`src/rtl/dma_xfer_chan.sv`:
```
module dma_xfer_chan #(
  parameter int AW = 24,
  parameter int DW = 16,
  parameter int CW = 16
) (
  input  logic          clk,
  input  logic          rst_n,
  input  logic          prog_go,
  input  logic [AW-1:0] prog_src,
  input  logic [AW-1:0] prog_dst,
  input  logic [CW-1:0] prog_cnt,
  input  logic [1:0]    prog_mode,
  input  logic [1:0]    prog_src_step,
  input  logic [1:0]    prog_dst_step,
  input  logic          dreq,
  output logic          bus_req,
  input  logic          bus_gnt,
  output logic [AW-1:0] mem_addr,
  output logic          mem_rd,
  output logic          mem_wr,
  output logic [DW-1:0] mem_wdata,
  input  logic [DW-1:0] mem_rdata,
  input  logic          mem_ack,
  output logic          eop,
  output logic          irq,
  input  logic          irq_clr
);

  localparam logic [1:0] MODE_BURST = 2'd1;
  localparam logic [1:0] MODE_CONT  = 2'd2;
  localparam logic [CW-1:0] CNT_ONE = CW'(1);

  typedef enum logic [2:0] {S_IDLE, S_ARMED, S_REQ, S_RD, S_WR} state_t;

  state_t        state;
  logic [AW-1:0] src_q, dst_q;
  logic [CW-1:0] cnt_q;
  logic [1:0]    mode_q, sstep_q, dstep_q;
  logic [DW-1:0] data_q;
  logic          irq_q;

  function automatic logic [AW-1:0] step_ptr(input logic [AW-1:0] a, input logic [1:0] s);
    case (s)
      2'd1:    step_ptr = a + AW'(1);
      2'd2:    step_ptr = a - AW'(1);
      default: step_ptr = a;
    endcase
  endfunction

  wire last    = (cnt_q == CNT_ONE);
  wire wr_done = (state == S_WR) && mem_ack;
  wire is_cont = (mode_q == MODE_CONT);
  wire is_bst  = (mode_q == MODE_BURST);

  assign bus_req   = (state == S_REQ) || (state == S_RD) || (state == S_WR);
  assign mem_rd    = (state == S_RD);
  assign mem_wr    = (state == S_WR);
  assign mem_addr  = mem_wr ? dst_q : (mem_rd ? src_q : '0);
  assign mem_wdata = data_q;
  assign eop       = wr_done && last;
  assign irq       = irq_q;

  always_ff @(posedge clk or negedge rst_n) begin
    if (!rst_n) begin
      state   <= S_IDLE;
      src_q   <= '0;
      dst_q   <= '0;
      cnt_q   <= '0;
      mode_q  <= '0;
      sstep_q <= '0;
      dstep_q <= '0;
      data_q  <= '0;
    end else begin
      case (state)
        S_IDLE: if (prog_go) begin
          src_q   <= prog_src;
          dst_q   <= prog_dst;
          cnt_q   <= prog_cnt;
          mode_q  <= prog_mode;
          sstep_q <= prog_src_step;
          dstep_q <= prog_dst_step;
          state   <= S_ARMED;
        end
        S_ARMED: if (dreq) state <= S_REQ;
        S_REQ:   if (bus_gnt) state <= S_RD;
        S_RD: if (mem_ack) begin
          data_q <= mem_rdata;
          state  <= S_WR;
        end
        S_WR: if (mem_ack) begin
          src_q <= step_ptr(src_q, sstep_q);
          dst_q <= step_ptr(dst_q, dstep_q);
          cnt_q <= cnt_q - CNT_ONE;
          if (last)                 state <= S_IDLE;
          else if (is_cont)         state <= S_RD;
          else if (is_bst && dreq)  state <= S_RD;
          else                      state <= S_ARMED;
        end
        default: state <= S_IDLE;
      endcase
    end
  end

  always_ff @(posedge clk or negedge rst_n) begin
    if (!rst_n)       irq_q <= 1'b0;
    else if (eop)     irq_q <= 1'b1;
    else if (irq_clr) irq_q <= 1'b0;
  end

  AST_ACCESS_GRANTED: assert property (@(posedge clk) disable iff (!rst_n)
    (mem_rd || mem_wr) |-> bus_gnt);
  AST_READ_THEN_WRITE: assert property (@(posedge clk) disable iff (!rst_n)
    (mem_rd && mem_ack) |=> mem_wr);
  AST_HOLD_SOURCE: assert property (@(posedge clk) disable iff (!rst_n)
    (wr_done && (sstep_q == 2'd0 || sstep_q == 2'd3)) |=> $stable(src_q));
  AST_BUSY_IGNORES_GO: assert property (@(posedge clk) disable iff (!rst_n)
    (state != S_IDLE && prog_go && !wr_done) |=> $stable(src_q) && $stable(cnt_q));
  AST_SINGLE_RELEASE: assert property (@(posedge clk) disable iff (!rst_n)
    (wr_done && !is_bst && !is_cont) |=> !bus_req);
  AST_BURST_RELEASE: assert property (@(posedge clk) disable iff (!rst_n)
    (wr_done && !last && is_bst && !dreq) |=> !bus_req);
  AST_CONT_HOLD: assert property (@(posedge clk) disable iff (!rst_n)
    (wr_done && !last && is_cont) |=> mem_rd);
  AST_EOP_ON_WRITE: assert property (@(posedge clk) disable iff (!rst_n)
    eop |-> (mem_wr && mem_ack));
  AST_IRQ_SET: assert property (@(posedge clk) disable iff (!rst_n)
    eop |=> (irq && !bus_req));
  AST_IRQ_STICKY: assert property (@(posedge clk) disable iff (!rst_n)
    (irq && !irq_clr) |=> irq);

endmodule

```
`config.mk`:
```
export PLATFORM = sky130hd
export DESIGN_NAME = dma_xfer_chan
export DESIGN_NICKNAME = d
export VERILOG_FILES = /design/src/rtl/dma_xfer_chan.sv
export SDC_FILE = /design/constraint.sdc
export NUM_CORES = 1
export LEC_CHECK = 0
export BUFFER_PORTS_ARGS = -buffer_cell sky130_fd_sc_hd__clkbuf_2
export CAP_MARGIN = 40
export CORE_ASPECT_RATIO = 1.2
export CORE_MARGIN = 1
export CORE_UTILIZATION = 51
export DETAILED_ROUTE_END_ITERATION = 12
export GPL_TIMING_DRIVEN = 0
export HOLD_SLACK_MARGIN = 0.12
export PLACE_DENSITY_LB_ADDON = 0.1
export SYNTH_ARGS = -nofsm -noshare
export SYNTH_HDL_FRONTEND = slang
export SYNTH_SLANG_ARGS = --single-unit
```
`constraint.sdc`:
```
create_clock -name clk -period 3.1 [get_ports clk]
set_input_delay 0.31 -clock clk [delete_from_list [all_inputs] [get_ports clk]]
set_output_delay 0.31 -clock clk [all_outputs]
set_load 0.01 [all_outputs]
```
==> impl_results.md, run 1 <==
* YS warnings at 0
* Post-route DRC at 0
* Routability Congestion at 1.01
* Gr ovfl total at 0
* Global-route wire length before repair at ~40000 um
* Total Power at between 0.008 and 0.009 W
* Core area at 13300 sq um
* CTS sink cnt at 90
* Seq pwr share at 0.280
* Crit start category: register
* Chip Width at 109 um
* Vias per cell at 6.36
* Max clock buf depth at 2
* Area of placed instances at around 7900 sq um
* Area grow syn2layout at 18.7%
* H-tree depth at 3
* Clock slew at reported path FFs at 0.06 ns
* Setup_tns at 0 ns
* Combinational power share at 0.588
* Vias at 7931
* Final wirelength at 25600 um
* Hold Path Class: in2reg
* Syn_area_per_cell at around 7.5 sq um
* DP Wirelength at 18900 um
* Critical Path RT at 3.37 ns
* Critical path arrival at 3.27 ns
* Vias in the first global route at 7214
* Syn Nets at 1021
* Setup violators final at 0
* Drt wl/cell at 20.5 um
* Maximum vdd drop at 573 uV
* Max Cap Viol at 0
* Final #Nets at between 1000 and 1500
* IO Count at 138
* Post-Syn Area at around 7000 sq um
* Total track usage at 0.370
* Run status: complete, no violations
* Diode count at 0
* Worst-Margin Slew at 0.910 ns
* Final min period at 3.00 ns
* Clk_lat worst skew at 0.36 ns
* Seq/Total Area, Yosys at 0.323
* Initial antenna violation count at 0
* Critical path class: reg2reg
* Net Sw Power at 0.00401 W
* Fmax at 333 MHz
* IO buf count at 136
* Hold_ws at around 0.14 ns
* Final max-slew violation count at 0
* Int Pwr at about 0.0040 W
* Number of synthesized flops with an enable pin at 0
* Synth area leaders: dfrtp_1 (32%), nand2_1 (7.7%), a21oi_1 (5.5%)
* Initial core utilization at 0.525
* Final Cycle Share at 0.967
* Flops & latches, synth at 90
* Unique cell type count in the Yosys netlist at 71
* Pre-Repair DR Iteration Count at 7
* Die height at 130 um
* Area leader, netlist: dfrtp_1
* Largest net degree at the start of global routing at 56
* Post-layout util at 0.623
* Num rows at 46
* ANT nets after route at 0
* CP endpoint kind: register
* RSZ-0062 raised after global routing: no
* Post-route cell area at 8280 sq um
* Most frequent cell after synthesis: nand2_1
* CTS root buf: clkbuf_16
* Post-synth top cells: nand2_1 (144), dfrtp_1 (90), nor2_1 (86)
* Die Area at 14200 sq um
* CTS tree: done
* Async S/R FF share, synth at 1.00
* Total CTS buffers at 9
* Maximum fanout along the worst path at 10
* Post-synthesis cell count at about 920
* Sw Ratio at 0.501
* Setup Skew at 0.0139 ns
* Fraction of layout instances using a drive strength above 1 at 0.208
* Top_reg_cell synth: dfrtp_1
* Power share of the clock group at 0.132
* Lkg Pwr at 3.64 nW
* Share of the synthesized area in the top cell type at 0.323
* Slew headroom at 0.394
* Final Hold Vio Count at 0
* PD cells at 967 nW/um^2
* 1st-iter DRT viols at 836
## registers in the layout, summed over array words and instances (netlist names)
signal / cells
dst_q: 24
src_q: 24
cnt_q: 16
mem_wdata: 16
state: 3
dstep_q: 2
mode_q: 2
sstep_q: 2
irq: 1
## metal layers
metal,up-vias,global-route usage,part of all wire
li1,3668,-,-
met2,443,0.585,0.46
met1,3733,0.477,0.40
met5,-,0,0
met3,87,0.0609,0.082
met4,0,0.218,0.057
## path summary, 6_finish.rpt
| kind | end | cells past startpoint | slack [ns] | start |
|---|---|---|---|---|
| worst max-delay path | src_q[18]$_DFFE_PN0P_ | 12 | 0.10 | sstep_q[0]$_DFFE_PN0P_ |
| worst min-delay path | sstep_q[1]$_DFFE_PN0P_ | 3 | 0.14 | prog_src_step[1] |
| max in group asynchronous | sstep_q[1]$_DFFE_PN0P_ | 3 | 1.88 | rst_n |
| worst min register to register | irq$_DFFE_PN0P_ | 1 | 0.48 | irq$_DFFE_PN0P_ |
| min in group asynchronous | dst_q[11]$_DFFE_PN0P_ | 2 | 0.51 | rst_n |
| worst max register to register | src_q[18]$_DFFE_PN0P_ | 12 | 0.10 | sstep_q[0]$_DFFE_PN0P_ |
## power by group through the flow
stage | clock, W | combinational [W] | sequential [W]
global route | 0.00110 | 0.00511 | 0.00231
finish | 0.00105 | 0.00471 | 0.00224
floorplan | 0 | 0.00313 | 0.00214
CTS | 0.00106 | 0.00453 | 0.00223
detailed placement | 0 | 0.00449 | 0.00223
global placement | 0 | 0.00444 | 0.00221
## cells in the final DEF (no fill, tap or decap), drive strengths merged, types with 5 or more instances in the layout
cell,count
and3,14
buf,20
nor3,45
nand2b,9
a22oi,10
a2bb2oi,8
a21o,9
nor2,86
o22ai,33
mux2,23
mux2i,28
nand2,144
or3,19
o21ai,45
inv,16
nand4,12
dfrtp,90
xnor2,8
o31ai,7
a21oi,76
clkbuf,214
a31oi,15
nor4,12
nand3,52
clkinv,5
or4,8
## logic make-up (layout without fill, tap and decap cells)
| family | Yosys count | in the layout | share of synthesized area |
|---|---|---|---|
| flip-flops | 90 | 90 | 0.323 |
| XOR/XNOR | 8 | 8 | 0.0100 |
| AND/OR/NAND/NOR | 425 | 425 | 0.289 |
| multiplexers | 52 | 52 | 0.0805 |
| buffers and inverters | 101 | 256 | 0.0682 |
| adder cells (fa/ha/maj) | 4 | 4 | 0.00718 |
| AO/OA/AOI/OAI | 244 | 244 | 0.222 |
## critical path, cell delays in order, from the launching register on
cell      delay (ns)
dfrtp_2         0.45
nand2b_1        0.17
buf_6           0.15
clkbuf_4        0.20
buf_4           0.20
xnor2_1         0.14
ha_2            0.21
or3_1           0.40
a22o_1          0.21
nand3_2         0.13
mux2_2          0.37
mux2i_1         0.11
o21ai_0         0.16
## timing repair
| item | in CTS | in global routing |
|---|---|---|
| setup buffers | 0 | 3 |
| resized for setup | 13 | 15 |
| endpoints found under the setup margin | 27 | 27 |
| hold endpoints to repair | 35 | 0 |
| hold buffers | 1 | 0 |
## through the flow
stage / std cells / setup WS (ns)
after detailed placement: 1230 / -0.714
final: 1247 / 0.101
after floorplan: 924 / 0.0904
after CTS: 1244 / 0.000580
after global placement: 1228 / -0.704
after global routing: 1247 / 0.00646
## cell type report
type,instances,area [sq um]
fillers,1283,5010
multi-input cells,733,4310
flip-flops and latches,90,2250
repair buffers,142,751
plain buffers,83,429
clock buffers,10,229
well taps,168,210
inverters,15,56.3
clock inverters,6,41.3
Note: power is estimated with default switching activity, not from simulation.
==> inputs of run 2 (changes only) <==
CORE_UTILIZATION = 49   (was 51)
==> impl_results.md, run 2 (synthesized netlist as in run 1, its figures left out) <==
* Run status: complete, no violations (unchanged)
* Vias at 7816 (was 7931)
* Diode count at 0 (unchanged)
* Combinational power share at 0.592 (was 0.588)
* Max clock buf depth at 2 (unchanged)
* Core area at 13800 sq um (was 13300 sq um)
* Initial antenna violation count at 0 (unchanged)
* H-tree depth at 3 (unchanged)
* Largest net degree at the start of global routing at 57 (was 56)
* Final wirelength at 25400 um (was 25600 um)
* DR WL met2 at 12200 um (was 11700 um)
* IO buf count at 136 (unchanged)
* Global-route wire length before repair at 39700 um (was 39200 um)
* Total CTS buffers at 9 (unchanged)
* Num rows at 47 (was 46)
* Met1 wire length at 10200 um (was 10400 um)
* Critical path arrival at 3.30 ns (was 3.27 ns)
* Drt wl/cell at 20.3 um (was 20.5 um)
* Crit-path slowest cell: dfrtp_1 (was dfrtp_2)
* Clock slew at reported path FFs at 0.07 ns (was 0.06 ns)
* Post-Layout Cell Count at 1252 (was 1247)
* Commonest cells after routing, fill and taps aside: nand2_1 (144), clkbuf_2 (142), dfrtp_1 (88) (was nand2_1 (144), clkbuf_2 (140), dfrtp_1 (88))
* Area grow syn2layout at 19.6% (was 18.7%)
* Hold Path Class: in2reg (unchanged)
* Gr ovfl total at 0 (unchanged)
* Commonest non-fill, non-tap cell in the layout: nand2_1 (unchanged)
* CP endpoint kind: register (unchanged)
* Maximum fanout along the worst path at 19 (was 10)
* Worst path cell trace: nand2b_2, buf_6, buf_4, xnor2_1, ha_2, and3_1, nand3_2, a21bo_2, o31ai_4, mux2i_2, a21oi_1, a2bb2oi_1 (was nand2b_1, buf_6, clkbuf_4, buf_4, xnor2_1, ha_2, or3_1, a22o_1, nand3_2, mux2_2, mux2i_1, o21ai_0)
* Routability Congestion at 0.947 (was 1.01)
* Critical Path RT at 3.32 ns (was 3.37 ns)
* Buf/Inv on CP at 2 (was 3)
* Final Hold Vio Count at 0 (unchanged)
* DP Wirelength at 18900 um (about the same)
* CTS sink cnt at 90 (unchanged)
* Vias in the first global route at 7289 (was 7214)
* DR WL met3 at 1890 um (was 2090 um)
* Lkg Pwr at 3.66 nW (was 3.64 nW)
* Total track usage at 0.348 (was 0.370)
* Worst-Margin Slew at 0.838 ns (was 0.910 ns)
* IO Count at 138 (unchanged)
* Clk_lat worst skew at 0.36 ns (about the same)
* Fmax at 325 MHz (was 333 MHz)
* Final #Nets at 1173 (was 1171)
* Chip Width at 111 um (was 109 um)
* Power share of the clock group at 0.131 (was 0.132)
* CTS tree: done (unchanged)
* Vias per cell at 6.24 (was 6.36)
* Die Area at 14700 sq um (was 14200 sq um)
* Slew headroom at 0.441 (was 0.394)
* PD cells at 962 nW/um^2 (was 967 nW/um^2)
* Post-route cell area at 8340 sq um (was 8280 sq um)
* Placed insts at 1234 (was 1230)
* RSZ-0062 raised after global routing: yes (was no)
* ANT nets after route at 0 (unchanged)
* Post-route DRC at 0 (unchanged)
* Fraction of layout instances using a drive strength above 1 at 0.212 (was 0.208)
* Final max-slew violation count at 0 (unchanged)
* Area of placed instances at 7930 sq um (was 7910 sq um)
* Initial core utilization at 0.505 (was 0.525)
* Leading registers by flop count: dst_q: 24 flops, src_q: 24 flops (unchanged)
* CTS root buf: clkbuf_16 (unchanged)
* Delay-heaviest family, CP: compound AO/OA/AOI/OAI gates (was simple AND/OR/NAND/NOR gates)
* Maximum vdd drop at 505 uV (was 573 uV)
* Sw Ratio at 0.498 (was 0.501)
* Critical path class: reg2reg (unchanged)
* Setup violators final at 0 (unchanged)
* Final Cycle Share at 0.993 (was 0.967)
* Setup Skew at 0.00955 ns (was 0.0139 ns)
* Net Sw Power at 0.00400 W (was 0.00401 W)
* Die height at 133 um (was 130 um)
* Crit start category: register (unchanged)
* Seq pwr share at 0.277 (was 0.280)
* Final min period at 3.08 ns (was 3.00 ns)
* DR top layer: met4 (unchanged)
* Int Pwr at 0.00403 W (was 0.00400 W)
* Pre-Repair DR Iteration Count at 6 (was 7)
* 1st-iter DRT viols at 671 (was 836)
* Max Cap Viol at 0 (unchanged)
* Critical Path Max Stage Delay at 0.41 ns (was 0.45 ns)
run 2: cell types whose count changed in the layout (fill, tap and decap cells not counted), sizes merged:
cell,previous run,this run
buf,20,21
clkbuf,214,215
run 2: worst reg2reg max path: cells and delay by family, from the launching register on:
family          cells  cell delay (ns)
simple gates        3             0.59
buf+inv             2             0.41
compound gates      4             0.86
fa+ha+maj           1             0.24
xor+xnor            1             0.15
mux                 1             0.27
flops               1             0.41
run 2: power groups by stage:
stage	Combinational [W]	Clock [W]	Sequential [W]
3_3_place_gp	0.00446	0	0.00221
5_1_grt	0.00516	0.00111	0.00230
6_report	0.00475	0.00105	0.00223
2_1_floorplan	0.00313	0	0.00214
3_5_place_dp	0.00449	0	0.00222
4_1_cts	0.00457	0.00106	0.00221
run 2: what timing repair did:
item,CTS,global route
buffers inserted,1,2
setup endpoints to repair,42,33
pin swaps,0,3
resized for setup,18,17
hold buffers,1,0
endpoints found under the hold margin,55,0
run 2: final cells by class:
cell class	instances	area (sq um)
fill	1355	5480
multi-input combinational	733	4330
sequential	90	2250
timing repair buffer	143	771
buffer	84	439
clock buffer	10	229
tap	171	214
inverter	15	56.3
clock inverter	6	41.3
run 2: worst paths after layout:
kind,startpoint,end,slack (ns),cells past startpoint
max,dstep_q[0]$_DFFE_PN0P_,dst_q[18]$_DFFE_PN0P_,0.02,12
max in group asynchronous,rst_n,sstep_q[1]$_DFFE_PN0P_,2.09,4
min in group asynchronous,rst_n,dst_q[5]$_DFFE_PN0P_,0.48,3
max reg2reg,dstep_q[0]$_DFFE_PN0P_,dst_q[18]$_DFFE_PN0P_,0.02,12
min reg2reg,irq$_DFFE_PN0P_,irq$_DFFE_PN0P_,0.49,1
min,prog_src_step[0],sstep_q[0]$_DFFE_PN0P_,0.14,3
run 2: per-stage QoR:
| stage | setup slack [ns] | total power, W | TNS [ns] | hold WS [ns] | util |
|---|---|---|---|---|---|
| final | 0.0207 | 0.00802 | 0 | 0.145 | 0.603 |
| after global routing | -0.0847 | 0.00857 | -0.122 | 0.152 | 0.603 |
| after CTS | 0.0160 | 0.00784 | 0 | 0.147 | 0.598 |
| after detailed placement | -0.760 | 0.00671 | -8.17 | 0.356 | 0.574 |
| after global placement | -0.807 | 0.00667 | -8.64 | 0.467 | 0.570 |
| after floorplan | 0.0904 | 0.00527 | 0 | 0.0144 | - |
run 2: routing by layer:
| layer | up-vias | global-route usage |
|---|---|---|
| met1 | 3665 | 0.441 |
| li1 | 3660 | - |
| met2 | 411 | 0.566 |
| met3 | 80 | 0.0545 |
| met4 | 0 | 0.194 |
| met5 | - | 0 |
==> inputs of run 3 (changes only) <==
ABC_AREA = 1   (was unset)
==> impl_results.md, run 3 <==
* Critical Path Max Stage Delay at 0.54 ns (was 0.41 ns)
* Buf/Inv on CP at 4 (was 2)
* Pre-Repair DR Iteration Count at 5 (was 6)
* Post-Layout Cell Count at 1717 (was 1252)
* RSZ-0062 raised after global routing: no (was yes)
* Number of fill cells at 1740 (was 1355)
* IO buf count at 137 (was 136)
* Crit start category: register (unchanged)
* Total track usage at 0.356 (was 0.348)
* ANT nets after route at 0 (unchanged)
* Placed insts at 1699 (was 1234)
* Commonest non-fill, non-tap cell in the layout: nand2_1 (unchanged)
* Fraction of layout instances using a drive strength above 1 at 0.164 (was 0.212)
* Delay-heaviest family, CP: buffers and inverters (was compound AO/OA/AOI/OAI gates)
* Vias per cell at 5.61 (was 6.24)
* Adder-cell share of the synthesized area at 0.00618 (was 0.00717)
* Maximum vdd drop at 550 uV (was 505 uV)
* Diode count at 0 (unchanged)
* Num rows at 51 (was 47)
* Worst path cell trace: nor2_1, nand2_1, buf_2, clkbuf_1, buf_1, o22ai_1, clkbuf_2 (was nand2b_2, buf_6, buf_4, xnor2_1, ha_2, and3_1, nand3_2, a21bo_2, o31ai_4, mux2i_2, a21oi_1, a2bb2oi_1)
* Crit-path slowest cell: clkbuf_1 (was dfrtp_1)
* Run status: complete, no violations (unchanged)
* Clock slew at reported path FFs at 0.08 ns (was 0.07 ns)
* CP endpoint kind: output port (was register)
* Synth area leaders: dfrtp_1 (28%), nand2_1 (22%), nand3_1 (7.9%) (was dfrtp_1 (32%), nand2_1 (7.7%), a21oi_1 (5.5%))
* Syn_area_per_cell at 6.00 sq um (was 7.55 sq um)
* Drt wl/cell at 17.3 um (was 20.3 um)
* Syn Nets at 1446 (was 1021)
* Reg2Reg Depth at 16 (was 12)
* 1st-iter DRT viols at 883 (was 671)
* Clk_lat worst skew at 0.37 ns (was 0.36 ns)
* Final max-slew violation count at 0 (unchanged)
* CTS sink cnt at 90 (unchanged)
* Area leader, netlist: dfrtp_1 (unchanged)
* Hold path cells at 2 (was 3)
* Global-route wire length before repair at 46300 um (was 39700 um)
* Simple-Gate Fraction of Synth Area at 0.419 (was 0.289)
* Post-layout util at 0.580 (was 0.603)
* CTS tree: done (unchanged)
* Flops & latches, synth at 90 (unchanged)
* Complex-gate fraction of the synthesized area at 0.147 (was 0.222)
* Largest family of logic cells by synthesized area: simple AND/OR/NAND/NOR gates (unchanged)
* Total CTS buffers at 9 (unchanged)
* Async S/R FF share, synth at 1.00 (unchanged)
* Critical path arrival at 2.60 ns (was 3.30 ns)
* DP Wirelength at 23400 um (was 18900 um)
* Setup_tns at 0 ns (unchanged)
* Final Hold Vio Count at 0 (unchanged)
* Combinational power share at 0.669 (was 0.592)
* Area of the multi-input gates at 4940 sq um (was 4330 sq um)
* Post-Syn Area at 8100 sq um (was 6980 sq um)
* Worst-Margin Slew at 0.838 ns (about the same)
* Post-route DRC at 0 (unchanged)
* Post-synthesis cell count at 1349 (was 924)
* Setup violators final at 0 (unchanged)
* Chip Width at 119 um (was 111 um)
* Gr ovfl total at 0 (unchanged)
* IO Count at 138 (unchanged)
* Area grow syn2layout at 16.1% (was 19.6%)
* Share of the synthesized area in the top cell type at 0.278 (was 0.323)
* Lkg Pwr at 5.03 nW (was 3.66 nW)
* Maximum fanout along the worst path at 10 (was 19)
* Post CTS Setup Buffer Count at 0 (was 1)
* Critical Path RT at 2.79 ns (was 3.32 ns)
* Post-synth top cells: nand2_1 (465), nor2_1 (162), inv_1 (153) (was nand2_1 (144), dfrtp_1 (90), nor2_1 (86))
* Most frequent cell after synthesis: nand2_1 (unchanged)
* Routability Congestion at 0.953 (was 0.947)
* Hold_ws at 0.164 ns (was 0.145 ns)
* Final Cycle Share at 0.938 (was 0.993)
* Core area at 16200 sq um (was 13800 sq um)
* Top_reg_cell synth: dfrtp_1 (unchanged)
* Sw Ratio at 0.562 (was 0.498)
* Max clock buf depth at 2 (unchanged)
* Post-Synth XOR/XNOR Area at 0.0119 (was 0.0100)
* Setup Skew at 0.0142 ns (was 0.00955 ns)
* Number of synthesized flops with an enable pin at 0 (unchanged)
* Count of hold-fix buffers inserted at cts at 2 (was 1)
* YS warnings at 0 (unchanged)
* Int Pwr at 0.00446 W (was 0.00403 W)
* Vias at 9632 (was 7816)
* Final #Nets at 1597 (was 1173)
* Critical path class: reg2out (was reg2reg)
* Seq pwr share at 0.216 (was 0.277)
* Largest net degree at the start of global routing at 49 (was 57)
* CP Depth at 7 (was 12)
* Initial core utilization at 0.499 (was 0.505)
* Power share of the clock group at 0.115 (was 0.131)
* Post-synthesis mux area share at 0.0250 (was 0.0805)
* Hold Path Class: in2reg (unchanged)
* Commonest cells after routing, fill and taps aside: nand2_1 (465), nor2_1 (162), inv_1 (153) (was nand2_1 (144), clkbuf_2 (142), dfrtp_1 (88))
* Vias in the first global route at 8903 (was 7289)
* Slew headroom at 0.441 (about the same)
* H-tree depth at 3 (unchanged)
* Final min period at 2.91 ns (was 3.08 ns)
* Register Area at 2250 sq um (about the same)
* Unique cell type count in the Yosys netlist at 39 (was 71)
* CTS root buf: clkbuf_16 (unchanged)
* Resized cells post-CTS at 0 (was 18)
* Fmax at 344 MHz (was 325 MHz)
* PD cells at 1080 nW/um^2 (was 962 nW/um^2)
* Net Sw Power at 0.00573 W (was 0.00400 W)
* Die Area at 17000 sq um (was 14700 sq um)
* Initial antenna violation count at 0 (unchanged)
* Die height at 143 um (was 133 um)
* Seq/Total Area, Yosys at 0.278 (was 0.323)
* Leading registers by flop count: dst_q: 24 flops, src_q: 24 flops (unchanged)
* Final wirelength at 29700 um (was 25400 um)
* Max Cap Viol at 0 (unchanged)
[run 3: cell types whose count changed in the layout (fill, tap and decap cells not counted), sizes merged, moves of 17 or more]
cell / previous run / this run
inv: 16 / 167
nor3: 45 / 8
clkbuf: 215 / 162
nand3: 52 / 128
mux2i: 28 / 0
a41oi: 1 / 26
or3: 19 / 0
a21oi: 76 / 50
nand2: 144 / 488
nor2: 86 / 172
o21ai: 45 / 62
[run 3: cell families (layout without fill, tap and decap cells)]
kind of cell	Yosys count	after routing
buf+inv	213	369
flops	90	90
compound gates	197	197
xor+xnor	11	11
mux	18	18
fa+ha+maj	4	4
simple gates	816	816
[run 3: stage by stage]
stage	total power, W	cell area (sq um)	setup slack (ns)
6_report	0.0102	9400	0.193
4_1_cts	0.0101	9400	0.240
2_1_floorplan	0.00696	8100	1.19
3_5_place_dp	0.00887	9080	0.637
5_1_grt	0.0110	9400	0.0987
3_3_place_gp	0.00878	9050	0.481
[run 3: path summary, 6_finish.rpt]
check                                  startpoint                        to  slack, ns
min reg2reg                 cnt_q[13]$_DFFE_PN0P_     cnt_q[13]$_DFFE_PN0P_       0.50
max                          state[1]$_DFFE_PN0P_               mem_addr[9]       0.19
min                                  mem_rdata[9]  mem_wdata[9]$_DFFE_PN0P_       0.16
max in group asynchronous                   rst_n     src_q[23]$_DFFE_PN0P_       1.88
max reg2reg                sstep_q[0]$_DFFE_PN0P_     src_q[20]$_DFFE_PN0P_       0.63
min in group asynchronous                   rst_n      cnt_q[0]$_DFFE_PN0P_       0.52
[run 3: cell type report]
| class | count | area share |
|---|---|---|
| clock buffer | 9 | 0.0240 |
| timing repair buffer | 140 | 0.0783 |
| clock inverter | 7 | 0.00799 |
| inverter | 163 | 0.0656 |
| sequential | 90 | 0.240 |
| multi-input combinational | 1046 | 0.525 |
| buffer | 50 | 0.0309 |
| tap | 212 | 0.0282 |
[run 3: power groups by stage]
stage | clock network [W] | logic, W | registers [W]
floorplan | 0 | 0.00481 | 0.00215
global placement | 0 | 0.00659 | 0.00219
detailed placement | 0 | 0.00666 | 0.00221
CTS | 0.00117 | 0.00670 | 0.00219
global route | 0.00122 | 0.00755 | 0.00227
finish | 0.00117 | 0.00682 | 0.00220
[run 3: metal layers]
layer	GRT usage	wire [um]	up-vias	share of wire
met4	0.178	1330	0	0.045
li1	-	-	4679	-
met2	0.610	14400	389	0.49
met1	0.442	12100	4482	0.41
met3	0.0419	1780	82	0.060
met5	0	0	-	0
